==> config.mk <==
export PLATFORM = sky130hd
export DESIGN_NAME = qint_ctrl
export DESIGN_NICKNAME = d
export VERILOG_FILES = /design/src/rtl/qint_pkg.sv /design/src/rtl/qint_sync_edge.sv /design/src/rtl/qint_regs.sv /design/src/rtl/qint_seq.sv /design/src/rtl/qint_ctrl.sv
export SDC_FILE = /design/constraint.sdc
export NUM_CORES = 1
export LEC_CHECK = 0
export BUFFER_PORTS_ARGS = -buffer_cell sky130_fd_sc_hd__clkbuf_2
export CAP_MARGIN = 20
export CORE_MARGIN = 2
export CORE_UTILIZATION = 49
export DETAILED_ROUTE_END_ITERATION = 10
export PLACE_DENSITY = 0.74
export SETUP_SLACK_MARGIN = 0.1
export SYNTH_ARGS = -nofsm -noshare
export SYNTH_HDL_FRONTEND = slang
export SYNTH_HIERARCHICAL = 1
export SYNTH_SLANG_ARGS = --single-unit
export TNS_END_PERCENT = 50
==> constraint.sdc <==
create_clock -name clk -period 2.86 [get_ports clk]
set_input_delay 0.286 -clock clk [delete_from_list [all_inputs] [get_ports clk]]
set_output_delay 0.286 -clock clk [all_outputs]
set_load 0.005 [all_outputs]
==> src/rtl/qint_pkg.sv <==
package qint_pkg;
  localparam int NPHASE = 4;
  localparam int PH_W   = $clog2(NPHASE);

  localparam logic [1:0] A_CTL  = 2'd0;
  localparam logic [1:0] A_PEN  = 2'd1;
  localparam logic [1:0] A_PREQ = 2'd2;

  // control register bit positions
  localparam int B_GIE  = 7;
  localparam int B_GRP  = 6;
  localparam int B_T0E  = 5;
  localparam int B_PINE = 4;
  localparam int B_PCE  = 3;
  localparam int B_T0F  = 2;
  localparam int B_PINF = 1;
  localparam int B_PCF  = 0;
endpackage

==> src/rtl/qint_sync_edge.sv <==
module qint_sync_edge #(
  parameter int STAGES = 2
) (
  input  logic clk,
  input  logic rst,
  input  logic din,
  output logic rise
);
  logic [STAGES-1:0] sh;
  logic              prev;

  for (genvar i = 0; i < STAGES; i++) begin : g_stage
    if (i == 0) begin : g_first
      always_ff @(posedge clk)
        if (rst) sh[0] <= 1'b0;
        else     sh[0] <= din;
    end else begin : g_next
      always_ff @(posedge clk)
        if (rst) sh[i] <= 1'b0;
        else     sh[i] <= sh[i-1];
    end
  end

  always_ff @(posedge clk)
    if (rst) prev <= 1'b0;
    else     prev <= sh[STAGES-1];

  assign rise = sh[STAGES-1] & ~prev;
endmodule

==> src/rtl/qint_regs.sv <==
module qint_regs
  import qint_pkg::*;
#(
  parameter int NPER = 8
) (
  input  logic            clk,
  input  logic            rst,
  input  logic            wr,
  input  logic [1:0]      addr,
  input  logic [7:0]      wdata,
  input  logic            t0_evt,
  input  logic            pin_rise,
  input  logic            pc_evt,
  input  logic [NPER-1:0] per_evt,
  input  logic            reti,
  input  logic            take,
  output logic [7:0]      rdata,
  output logic            irq,
  output logic            gie
);
  logic [7:0]      ctl_q, ctl_n;
  logic [NPER-1:0] pie_q, pie_n, pir_q, pir_n;
  logic            irq_c;
  logic [7:0]      rd_c;

  always_comb begin
    ctl_n = ctl_q;
    if (wr && addr == A_CTL) ctl_n = wdata;
    if (t0_evt)   ctl_n[B_T0F]  = 1'b1;
    if (pin_rise) ctl_n[B_PINF] = 1'b1;
    if (pc_evt)   ctl_n[B_PCF]  = 1'b1;
    if (reti)     ctl_n[B_GIE]  = 1'b1;
    if (take)     ctl_n[B_GIE]  = 1'b0;

    pie_n = (wr && addr == A_PEN) ? wdata[NPER-1:0] : pie_q;
    pir_n = ((wr && addr == A_PREQ) ? wdata[NPER-1:0] : pir_q) | per_evt;

    irq_c = ctl_q[B_GIE] &
            ((ctl_q[B_T0E]  & ctl_q[B_T0F])  |
             (ctl_q[B_PINE] & ctl_q[B_PINF]) |
             (ctl_q[B_PCE]  & ctl_q[B_PCF])  |
             (ctl_q[B_GRP]  & (|(pie_q & pir_q))));

    case (addr)
      A_CTL:   rd_c = ctl_q;
      A_PEN:   rd_c = 8'(pie_q);
      A_PREQ:  rd_c = 8'(pir_q);
      default: rd_c = 8'h00;
    endcase
  end

  always_ff @(posedge clk) begin
    if (rst) begin
      ctl_q <= '0;
      pie_q <= '0;
      pir_q <= '0;
      irq   <= 1'b0;
      rdata <= '0;
    end else begin
      ctl_q <= ctl_n;
      pie_q <= pie_n;
      pir_q <= pir_n;
      irq   <= irq_c;
      rdata <= rd_c;
    end
  end

  assign gie = ctl_q[B_GIE];
endmodule

==> src/rtl/qint_seq.sv <==
module qint_seq
  import qint_pkg::*;
#(
  parameter int DUMMY_CYC = 2
) (
  input  logic            clk,
  input  logic            rst,
  input  logic            irq,
  output logic [PH_W-1:0] phase,
  output logic            take,
  output logic            dummy,
  output logic            vec_load
);
  localparam int CNT_W = $clog2(DUMMY_CYC + 1);

  logic [PH_W-1:0]  ph_q;
  logic             busy;
  logic [CNT_W-1:0] cnt;
  logic             at_q1;

  assign at_q1 = (ph_q == '0);
  assign take  = at_q1 & ~busy & irq;

  always_ff @(posedge clk) begin
    if (rst) begin
      ph_q     <= '0;
      busy     <= 1'b0;
      cnt      <= '0;
      vec_load <= 1'b0;
    end else begin
      ph_q     <= ph_q + 1'b1;
      vec_load <= at_q1 & busy & (cnt == '0);
      if (take) begin
        busy <= 1'b1;
        cnt  <= CNT_W'(DUMMY_CYC - 1);
      end else if (at_q1 && busy) begin
        if (cnt == '0) busy <= 1'b0;
        else           cnt  <= cnt - 1'b1;
      end
    end
  end

  assign phase = ph_q;
  assign dummy = busy;
endmodule

==> src/rtl/qint_ctrl.sv <==
module qint_ctrl
  import qint_pkg::*;
#(
  parameter int NPER      = 8,
  parameter int VEC_W     = 13,
  parameter int VECTOR    = 4,
  parameter int DUMMY_CYC = 2,
  parameter int SYNC_STG  = 2
) (
  input  logic             clk,
  input  logic             rst,
  input  logic             ext_pin,
  input  logic             t0_evt,
  input  logic             pc_evt,
  input  logic [NPER-1:0]  per_evt,
  input  logic             reg_wr,
  input  logic [1:0]       reg_addr,
  input  logic [7:0]       reg_wdata,
  output logic [7:0]       reg_rdata,
  input  logic             reti,
  output logic             irq,
  output logic [1:0]       phase,
  output logic             dummy,
  output logic             vec_load,
  output logic [VEC_W-1:0] vec_addr
);
  logic pin_rise;
  logic take;
  logic gie_w;

  qint_sync_edge #(.STAGES(SYNC_STG)) u_pin (
    .clk(clk), .rst(rst), .din(ext_pin), .rise(pin_rise)
  );

  qint_regs #(.NPER(NPER)) u_regs (
    .clk(clk), .rst(rst), .wr(reg_wr), .addr(reg_addr), .wdata(reg_wdata),
    .t0_evt(t0_evt), .pin_rise(pin_rise), .pc_evt(pc_evt), .per_evt(per_evt),
    .reti(reti), .take(take), .rdata(reg_rdata), .irq(irq), .gie(gie_w)
  );

  qint_seq #(.DUMMY_CYC(DUMMY_CYC)) u_seq (
    .clk(clk), .rst(rst), .irq(irq), .phase(phase), .take(take),
    .dummy(dummy), .vec_load(vec_load)
  );

  assign vec_addr = VEC_W'(VECTOR);
endmodule

## Yosys cells after proc, flatten, opt, wreduce, memory -nomap -nowiden

Cells that the tools add are included.

- Memory bits (read-only): 0
- Output and inout port bits: 26
- Flip-flop bits (word level): 42
- Memory bits (writable): 0
- Latch bits: 0
- Memories: 0
- Word-level logic and storage cells: 71
- Input port bits: 25

- Shift operators: 0
- Mux-type cells: 13
- $add $sub $neg: 2
- Bitwise gates (word level): 18
- Magnitude comparators: 0
- Equal/unequal tests: 3
- Reductions and logical operators: 18
- Div/mod/pow operators: 0
- Multiply operators: 0

Operators by type and width:

| kind | number |
|---|---|
| 8-bit case mux with 3 select lines | 1 |
| 8-bit 2-to-1 mux | 2 |
| 2-bit nonzero test | 6 |
| 1-bit AND | 10 |
| 1-bit 2-to-1 mux | 10 |
| 8-bit AND | 1 |
| 8-bit bitwise OR | 1 |
| 8-bit OR reduction | 1 |
| 2-bit logical NOT | 3 |
| 2-bit AND reduction | 3 |
| 1-bit logical AND | 4 |
| 1-bit NOT | 3 |
| 1-bit bitwise OR | 3 |
| 2-bit by 1-bit adder with 2-bit output, second input constant | 1 |
| 2-bit by 1-bit equality test with 1-bit output, second input constant | 1 |
| 2-bit equality test, second input constant | 1 |
| 2-bit inequality test, second input constant | 1 |
| 2-bit OR reduction | 1 |
| 2-bit by 1-bit subtractor with 2-bit output, second input constant | 1 |

## Longest topological paths before layout

Gate-level depths: netlist of run 1.

- Word-level depth: 5
- Mapped depth: 5

## By module

The synthesis of run 1 kept the hierarchy.

Modules (own cells, without submodules):

| module | times used | seq. area each (sq um) | cells an instance | area each (sq um) |
|---|---|---|---|---|
| qint_regs | 1 | 660.6 | 157 | 1,403.8 |
| qint_seq | 1 | 120.1 | 26 | 259.0 |
| qint_ctrl | 1 | 0.0 | 15 | 105.1 |
| qint_sync_edge | 1 | 60.1 | 7 | 87.6 |

## Worst setup path after synthesis of run 1

OpenSTA, ideal clock, no wires.

- Path kind: register -> register
- Start point: register u_seq.cnt[0]
- End point: register u_seq.cnt[1]
- Cell stages (with the launch flop): 6
- Data required time: 2,757 ps
- Clock period less this slack: 1,285 ps
- Arrival time: 1,182 ps
- Slack: 1,575 ps
- Setup time: 103 ps
- Path buffers: 0
- Path through: dfxtp_1 inv_1 ha_1 and3b_2 nor2_1 a2111oi_2

- Longest elaborated chain between the ends: 3
- Elaborated cells between the ends (all ways): 4
- Classes of those cells: 1 x add/sub; 1 x bitwise; 2 x reduce/logical

RTL lines:

| what | RTL line | RTL |
|---|---|---|
| start, declared | qint_seq.sv:18 | `logic [CNT_W-1:0] cnt;` |
| start signal, assigned | qint_seq.sv:35 | `cnt <= CNT_W'(DUMMY_CYC - 1);` |
| start signal, assigned | qint_seq.sv:38 | `else cnt <= cnt - 1'b1;` |
| parallel branches: the longest is 3 deep, another holds 2-bit by 1-bit subtractor with 2-bit output | - |  |

Several ways; the timed one is not identified.
A chain may end at the register's enable or synchronous reset.

## Worst setup path after layout of run 1

- Start point: input port reg_addr[1]
- End point: register u_regs.ctl_q[7]

- Longest elaborated chain between the ends: 3

RTL lines:

| what | RTL line | RTL |
|---|---|---|
| start, declared | qint_ctrl.sv:17 | `input logic [1:0] reg_addr,` |
| 2-bit logical NOT | qint_regs.sv:28 | `if (wr && addr == A_CTL) ctl_n = wdata;` |
| 1-bit logical AND | qint_regs.sv:28 |  |
| 2-bit nonzero test (no line) | - |  |
| end signal, assigned | qint_regs.sv:60 | `ctl_q <= ctl_n;` |
| end, declared | qint_regs.sv:21 | `logic [7:0] ctl_q, ctl_n;` |

No other way between the ends.

==> results of run 1 <==
==> critical path, cell delays in order <==
cell and delay (ns):
clkbuf_2 0.26, nor3b_2 0.73, mux2i_1 0.29, a211oi_2 0.09
==> area by class of cell <==
type                       instances  area (um2)
clock buffer                       7        76.3
multi-input combinational        134         838
fill                             359        1560
timing repair buffer              38         193
inverter                          16        60.1
tap                               48        60.1
sequential                        42         841
clock inverter                     1        30.0
==> power by group through the flow <==
stage	Combinational, mW	Sequential, mW	Clock (mW)
3_5_place_dp	0.126	0.645	0
3_3_place_gp	0.123	0.644	0
6_report	0.126	0.632	0.439
4_1_cts	0.126	0.631	0.453
5_1_grt	0.141	0.634	0.481
2_1_floorplan	0.0977	0.640	0
==> cells in the final DEF, fill, tap and decap left out, types with 4 or more instances in the layout <==
cell	Yosys	final
a31oi_1	8	8
clkbuf_8	0	5
conb_1	2	13
clkbuf_2	0	37
dfxtp_1	42	42
inv_1	16	16
a22o_1	4	4
mux2i_1	17	17
nor2_1	15	15
a2bb2oi_1	8	8
a21oi_1	13	13
nand2_1	26	26
nor2b_1	5	5
nand3_1	8	8
==> state kept, by name, summed over array words and instances, names as in the netlist <==
register / flops
u_pin/sh: 2
u_seq/dummy: 1
u_pin/prev: 1
u_seq/cnt: 2
u_regs/irq: 1
u_regs/rdata: 8
u_seq/vec_load: 1
u_regs/pie_q: 8
u_seq/phase: 2
u_regs/ctl_q: 8
u_regs/pir_q: 8
==> through the flow <==
| step | utilization | hold WS, ns | cell area (um2) | worst slack [ns] |
|---|---|---|---|---|
| CTS | 0.573 | 0.211 | 2100 | 1.35 |
| global route | 0.573 | 0.217 | 2100 | 1.26 |
| global placement | 0.544 | 0.419 | 1990 | 1.08 |
| detailed placement | 0.544 | 0.435 | 1990 | 1.06 |
| finish | 0.573 | 0.219 | 2100 | 1.34 |
| floorplan | - | 0.353 | 1900 | 1.57 |
==> layer usage <==
| layer | global-route usage | vias to the layer above | wire (um) |
|---|---|---|---|
| met2 | 0.314 | 44 | 1770 |
| met4 | 0.0313 | 0 | 24 |
| met1 | 0.235 | 671 | 1690 |
| met5 | 0 | - | 0 |
| met3 | 0.0565 | 2 | 204 |
| li1 | - | 735 | - |
==> final timing paths <==
kind / depth (start not counted) / from / end / slack, ns
worst max register to register: 5 / u_seq/cnt[0]$_SDFFE_PP0P_ / u_seq/cnt[1]$_SDFFE_PP0P_ / 1.47
worst min register to register: 1 / u_seq/phase[0]$_SDFF_PP0_ / u_seq/phase[0]$_SDFF_PP0_ / 0.44
worst min-delay path: 2 / ext_pin / u_pin/sh[0]$_SDFF_PP0_ / 0.22
worst max-delay path: 4 / reg_addr[1] / u_regs/ctl_q[7]$_SDFFE_PP0P_ / 1.34
==> synthesized netlist by cell type, drive strengths merged <==
cell | number | share of area
dfxtp | 42 | 0.45
nand2 | 26 | 0.053
buf | 19 | 0.075
mux2i | 17 | 0.092
inv | 16 | 0.032
nor2 | 15 | 0.030
a21oi | 13 | 0.035
a2bb2oi | 8 | 0.038
a31oi | 8 | 0.027
nand3 | 8 | 0.022
nor2b | 6 | 0.022
clkbuf | 5 | 0.010
a22o | 4 | 0.019
and3b | 2 | 0.010
conb | 2 | 0.0040
ha | 2 | 0.013
nand3b | 2 | 0.012
a2111oi | 1 | 0.0081
a211oi | 1 | 0.0067
a221oi | 1 | 0.0047
a222oi | 1 | 0.0054
a311oi | 1 | 0.0047
and4b | 1 | 0.0061
nand2b | 1 | 0.0034
nor3b | 1 | 0.0067
o21ai | 1 | 0.0027
o41ai | 1 | 0.0047
==> cells by family after synthesis <==
family,synth area share
DFF,0.453
and+or+nand+nor,0.165
other,0.00405
buffers and inverters,0.117
muxes,0.0917
adders and majority gates,0.0135
AOI/OAI and AO/OA,0.156
==> results.toml, run 1 <==
[clocking]
cts_inserted_buffers = 5
cts.sinks = 42
clk_pin_slew_ns = 0.07
postCtsSetupBuffers = 0
root_buffer = "clkbuf_8"
cts_tree = "built"
clk_latency_ns = 0.28
cts.path.max_buffers = 2
cts_hold_buf = 0
post_cts_resized = 0
h-tree-depth = 2

[grt]
grt-ovfl-total = 0
antenna_found_initial = 0
grt_pass1_wl_mm = 6.15
grt_max_degree = 43
grt_pass1_vias = 1337
grtUsageTotal = 0.185

[die]
std_cell_rows = 22
io_pins = 51
die_x_um = 65.5
fp.dieH_um = 65.5
die-area_mm2 = 0.00429
coreArea_mm2 = 0.00366
start_util = 0.507

[cells_and_area]
diodes = 0
area_delta_synth_final_pct = 13.1
final_layout_size_suffix_gt1_frac = 0.218
nNetsFinal = 264
fin_cells = 286

[pwr]
p_leak_nw = 0.950
p_sw_frac = 0.222
power_mw = 1.20
p_seq_frac = 0.528
clkPwrFrac = 0.367
ir_worst_vdd_uv = 319
p_sw_uw = 266
intPower_uw = 931
power_frac_comb = 0.105
powerDensity_mw_per_mm2 = 570

[timing]
drv_slew = 0
hold_viol = 0
max_freq_ghz = 0.657
worst_slew_pin_slew_ns = 0.821
fin_setup_tns_ns = 0
rsz0062_at_grt = "false"
finalCritPeriodShare = 0.532
slew_headroom = 0.453
setup_viol = 0
finalCriticalPeriod_ns = 1.52
skew_ns = 0.00403

[synthesis]
ys_types = 31
ys_warn_count = 6
synth_area_mm2 = 0.00186
syn_inst = 205
ys_ff_latch = 42
yosysSeqAreaShare = 0.453
synth_area_per_cell_um2 = 9.05

[place]
dp.cells = 278
placement.io_buffers = 37
gp_congestion = 0.794
dp_hpwl_mm = 2.59

[worst_setup_path]
cp-start-kind = "input pin"
worst_setup_path_end_kind = "register"
cp.arrival_ns = 1.65
cp_data_required_time_ns = 2.99
critPathKind = "input pin to register"
cp_max_fo = 13

[drt]
drc = 0
vias = 1452
viasPerCell = 5.08
drtAntennaViolNets = 0
firstDrtPassIters = 4
drtIter0Drc = 66
wl_mm = 3.69
wl_per_cell_um = 12.9

[outcome]
outcome = "complete, no violations"

[hold_path]
hold_path_class = "input pin to register"

[flow_run]
cap_violations = 0
Note: power is estimated with default switching activity, not from simulation.
==> inputs of run 2 (changes only) <==
--- a/config.mk
+++ b/config.mk
@@ -8,9 +8,9 @@
 export BUFFER_PORTS_ARGS = -buffer_cell sky130_fd_sc_hd__clkbuf_2
 export CAP_MARGIN = 20
 export CORE_MARGIN = 2
-export CORE_UTILIZATION = 49
+export CORE_UTILIZATION = 46
 export DETAILED_ROUTE_END_ITERATION = 10
-export PLACE_DENSITY = 0.74
+export PLACE_DENSITY = 0.73
 export SETUP_SLACK_MARGIN = 0.1
 export SYNTH_ARGS = -nofsm -noshare
 export SYNTH_HDL_FRONTEND = slang
==> constraint.sdc (replaced) <==
create_clock -name clk -period 1.3 [get_ports clk]
set_input_delay 0.13 -clock clk [delete_from_list [all_inputs] [get_ports clk]]
set_output_delay 0.13 -clock clk [all_outputs]
set_load 0.005 [all_outputs]
==> run 2 against run 1 <==
Die area grew 6.1%. Global-route usage grew 0.99 points. Sequential share of layout area shrank 1.8 points. Cell count grew 4.5%. Sequential power grew 120%. Clock skew grew 0.00070 ns. Power grew 120%. Utilization shrank 1.3 points. Design area grew 5.2%. Non-clock buffer count grew 11. Register-to-register slack lost 1.3 ns. Critical path type is now register to register. Critical endpoint is now u_seq/cnt[1]$_SDFFE_PP0P_.
==> results.toml, run 2 (synthesis results as in run 1) <==
[drt]
firstDrtPassIters = 4
drtIter0Drc = 51
top_layer_used = "met4"
viasPerCell = 5.03
routed-wl-met3_um = 271
met2_length_mm = 1.88
vias = 1504
wl_mm = 3.99
routedLengthMet1_mm = 1.81
drtAntennaViolNets = 0
drc = 0
wl_per_cell_um = 13.4

[grt]
grtUsageTotal = 0.195
grt_pass1_wl_mm = 6.57
antenna_found_initial = 0
grt_max_degree = 18
grt-ovfl-total = 0
grt_pass1_vias = 1453

[timing]
setup_viol = 0
finalCriticalPeriod_ns = 1.18
worst_slack_ns = 0.124
hold_viol = 0
drv_slew = 0
finalCritPeriodShare = 0.904
max_freq_ghz = 0.850
fin_setup_tns_ns = 0
rsz0062_at_grt = "true"
skew_ns = 0.00473

[cells_and_area]
fin_cells = 299
multiInputGateArea_um2 = 873
final_cell_mix = "38 x dfxtp_1, 37 x clkbuf_2, 26 x nand2_1"
final_area_mm2 = 0.00221
diodes = 0
seq_area_um2 = 846
fill_cells = 357
final_common_cell = "dfxtp_1"
final_layout_size_suffix_gt1_frac = 0.297
area_delta_synth_final_pct = 19.0
nNetsFinal = 275

[die]
io_pins = 51
std_cell_rows = 23
start_util = 0.471
fp.dieH_um = 67.5
die-area_mm2 = 0.00456
die_x_um = 67.5
coreArea_mm2 = 0.00394

[clocking]
cts_tree = "built"
clk_latency_ns = 0.30
h-tree-depth = 2
cts_hold_buf = 0
root_buffer = "clkbuf_8"
cts.path.max_buffers = 2
cts_inserted_buffers = 5
clk_pin_slew_ns = 0.07
cts.sinks = 42

[pwr]
ir_worst_vdd_uv = 624
powerDensity_mw_per_mm2 = 1170
p_leak_nw = 1.01
power_mw = 2.57

[worst_setup_path]
reg2reg_to = "u_seq/cnt[1]$_SDFFE_PP0P_"
critPathCapture = "u_seq/cnt[1]$_SDFFE_PP0P_"
worst_setup_path_end_kind = "register"
cp.arrival_ns = 1.37
ff2ff_setup_slack_ns = 0.12
cp_max_fo = 7
worst_r2r_path_depth = 4
cp-start-kind = "register"
critPathKind = "register to register"
startpoint = "u_seq/phase[0]$_SDFF_PP0_"
cp_data_required_time_ns = 1.49
r2r-start = "u_seq/phase[0]$_SDFF_PP0_"

[flow_run]
cap_violations = 0

[place]
dp_hpwl_mm = 2.88
place_ws_ns = 0.0502
placed_cell_area_mm2 = 0.00208
placement.io_buffers = 37
gp_congestion = 0.799
dp.cells = 290

[hold_path]
hold_path_class = "input pin to register"

[outcome]
outcome = "complete, no violations"
[run 2: cell types whose count changed in the layout (fill, tap and decap cells not counted), sizes merged]
cell	previous run	this run
buf	1	12
bufinv	1	0
clkinv	0	1
[run 2: power breakdown]
group	switching, mW	internal, mW
logic	0.161	0.153
clock network	0.441	0.428
registers	0.0423	1.35
total	0.644	1.93
[run 2: timing repair]
item / 4_1_cts / 5_1_grt
cloned: 0 / 0
pin swaps: 1 / 0
buffers inserted: 1 / 0
endpoints found under the setup margin: 1 / 2
gates resized for setup: 3 / 1
[run 2: layout make-up]
cell class | count | share of cell area
repair buffers | 49 | 0.125
well taps | 50 | 0.0283
clock inverters | 1 | 0.00227
clock buffers | 7 | 0.0391
inverters | 16 | 0.0272
multi-input cells | 134 | 0.395
flip-flops and latches | 42 | 0.383
[run 2: worst min path at each step]
stage	slack [ns]	startpoint	cells after the start	end
floorplan	0.19	rst	1	u_seq/phase[0]$_SDFF_PP0_
global placement	0.35	pc_evt	3	u_regs/ctl_q[0]$_SDFFE_PP0P_
detailed placement	0.35	pc_evt	3	u_regs/ctl_q[0]$_SDFFE_PP0P_
CTS	0.03	pc_evt	3	u_regs/ctl_q[0]$_SDFFE_PP0P_
global route	0.05	pc_evt	3	u_regs/ctl_q[0]$_SDFFE_PP0P_
finish	0.03	pc_evt	3	u_regs/ctl_q[0]$_SDFFE_PP0P_
[run 2: routing by layer]
metal	up-vias	GRT usage
met5	-	0
met1	683	0.251
met3	4	0.0600
met4	0	0.0791
met2	59	0.301
li1	758	-
[run 2: metrics by stage]
stage | hold slack, ns | utilization
2_1_floorplan | 0.189 | -
3_3_place_gp | 0.347 | 0.528
3_5_place_dp | 0.351 | 0.528
4_1_cts | 0.0304 | 0.558
5_1_grt | 0.0489 | 0.560
6_report | 0.0334 | 0.560
[run 2: worst max-delay path, stage by stage, from the launching register on]
cell and delay [ns]:
dfxtp_2 0.33, inv_1 0.06, ha_4 0.18, and3b_2 0.22
a2111oi_2 0.28
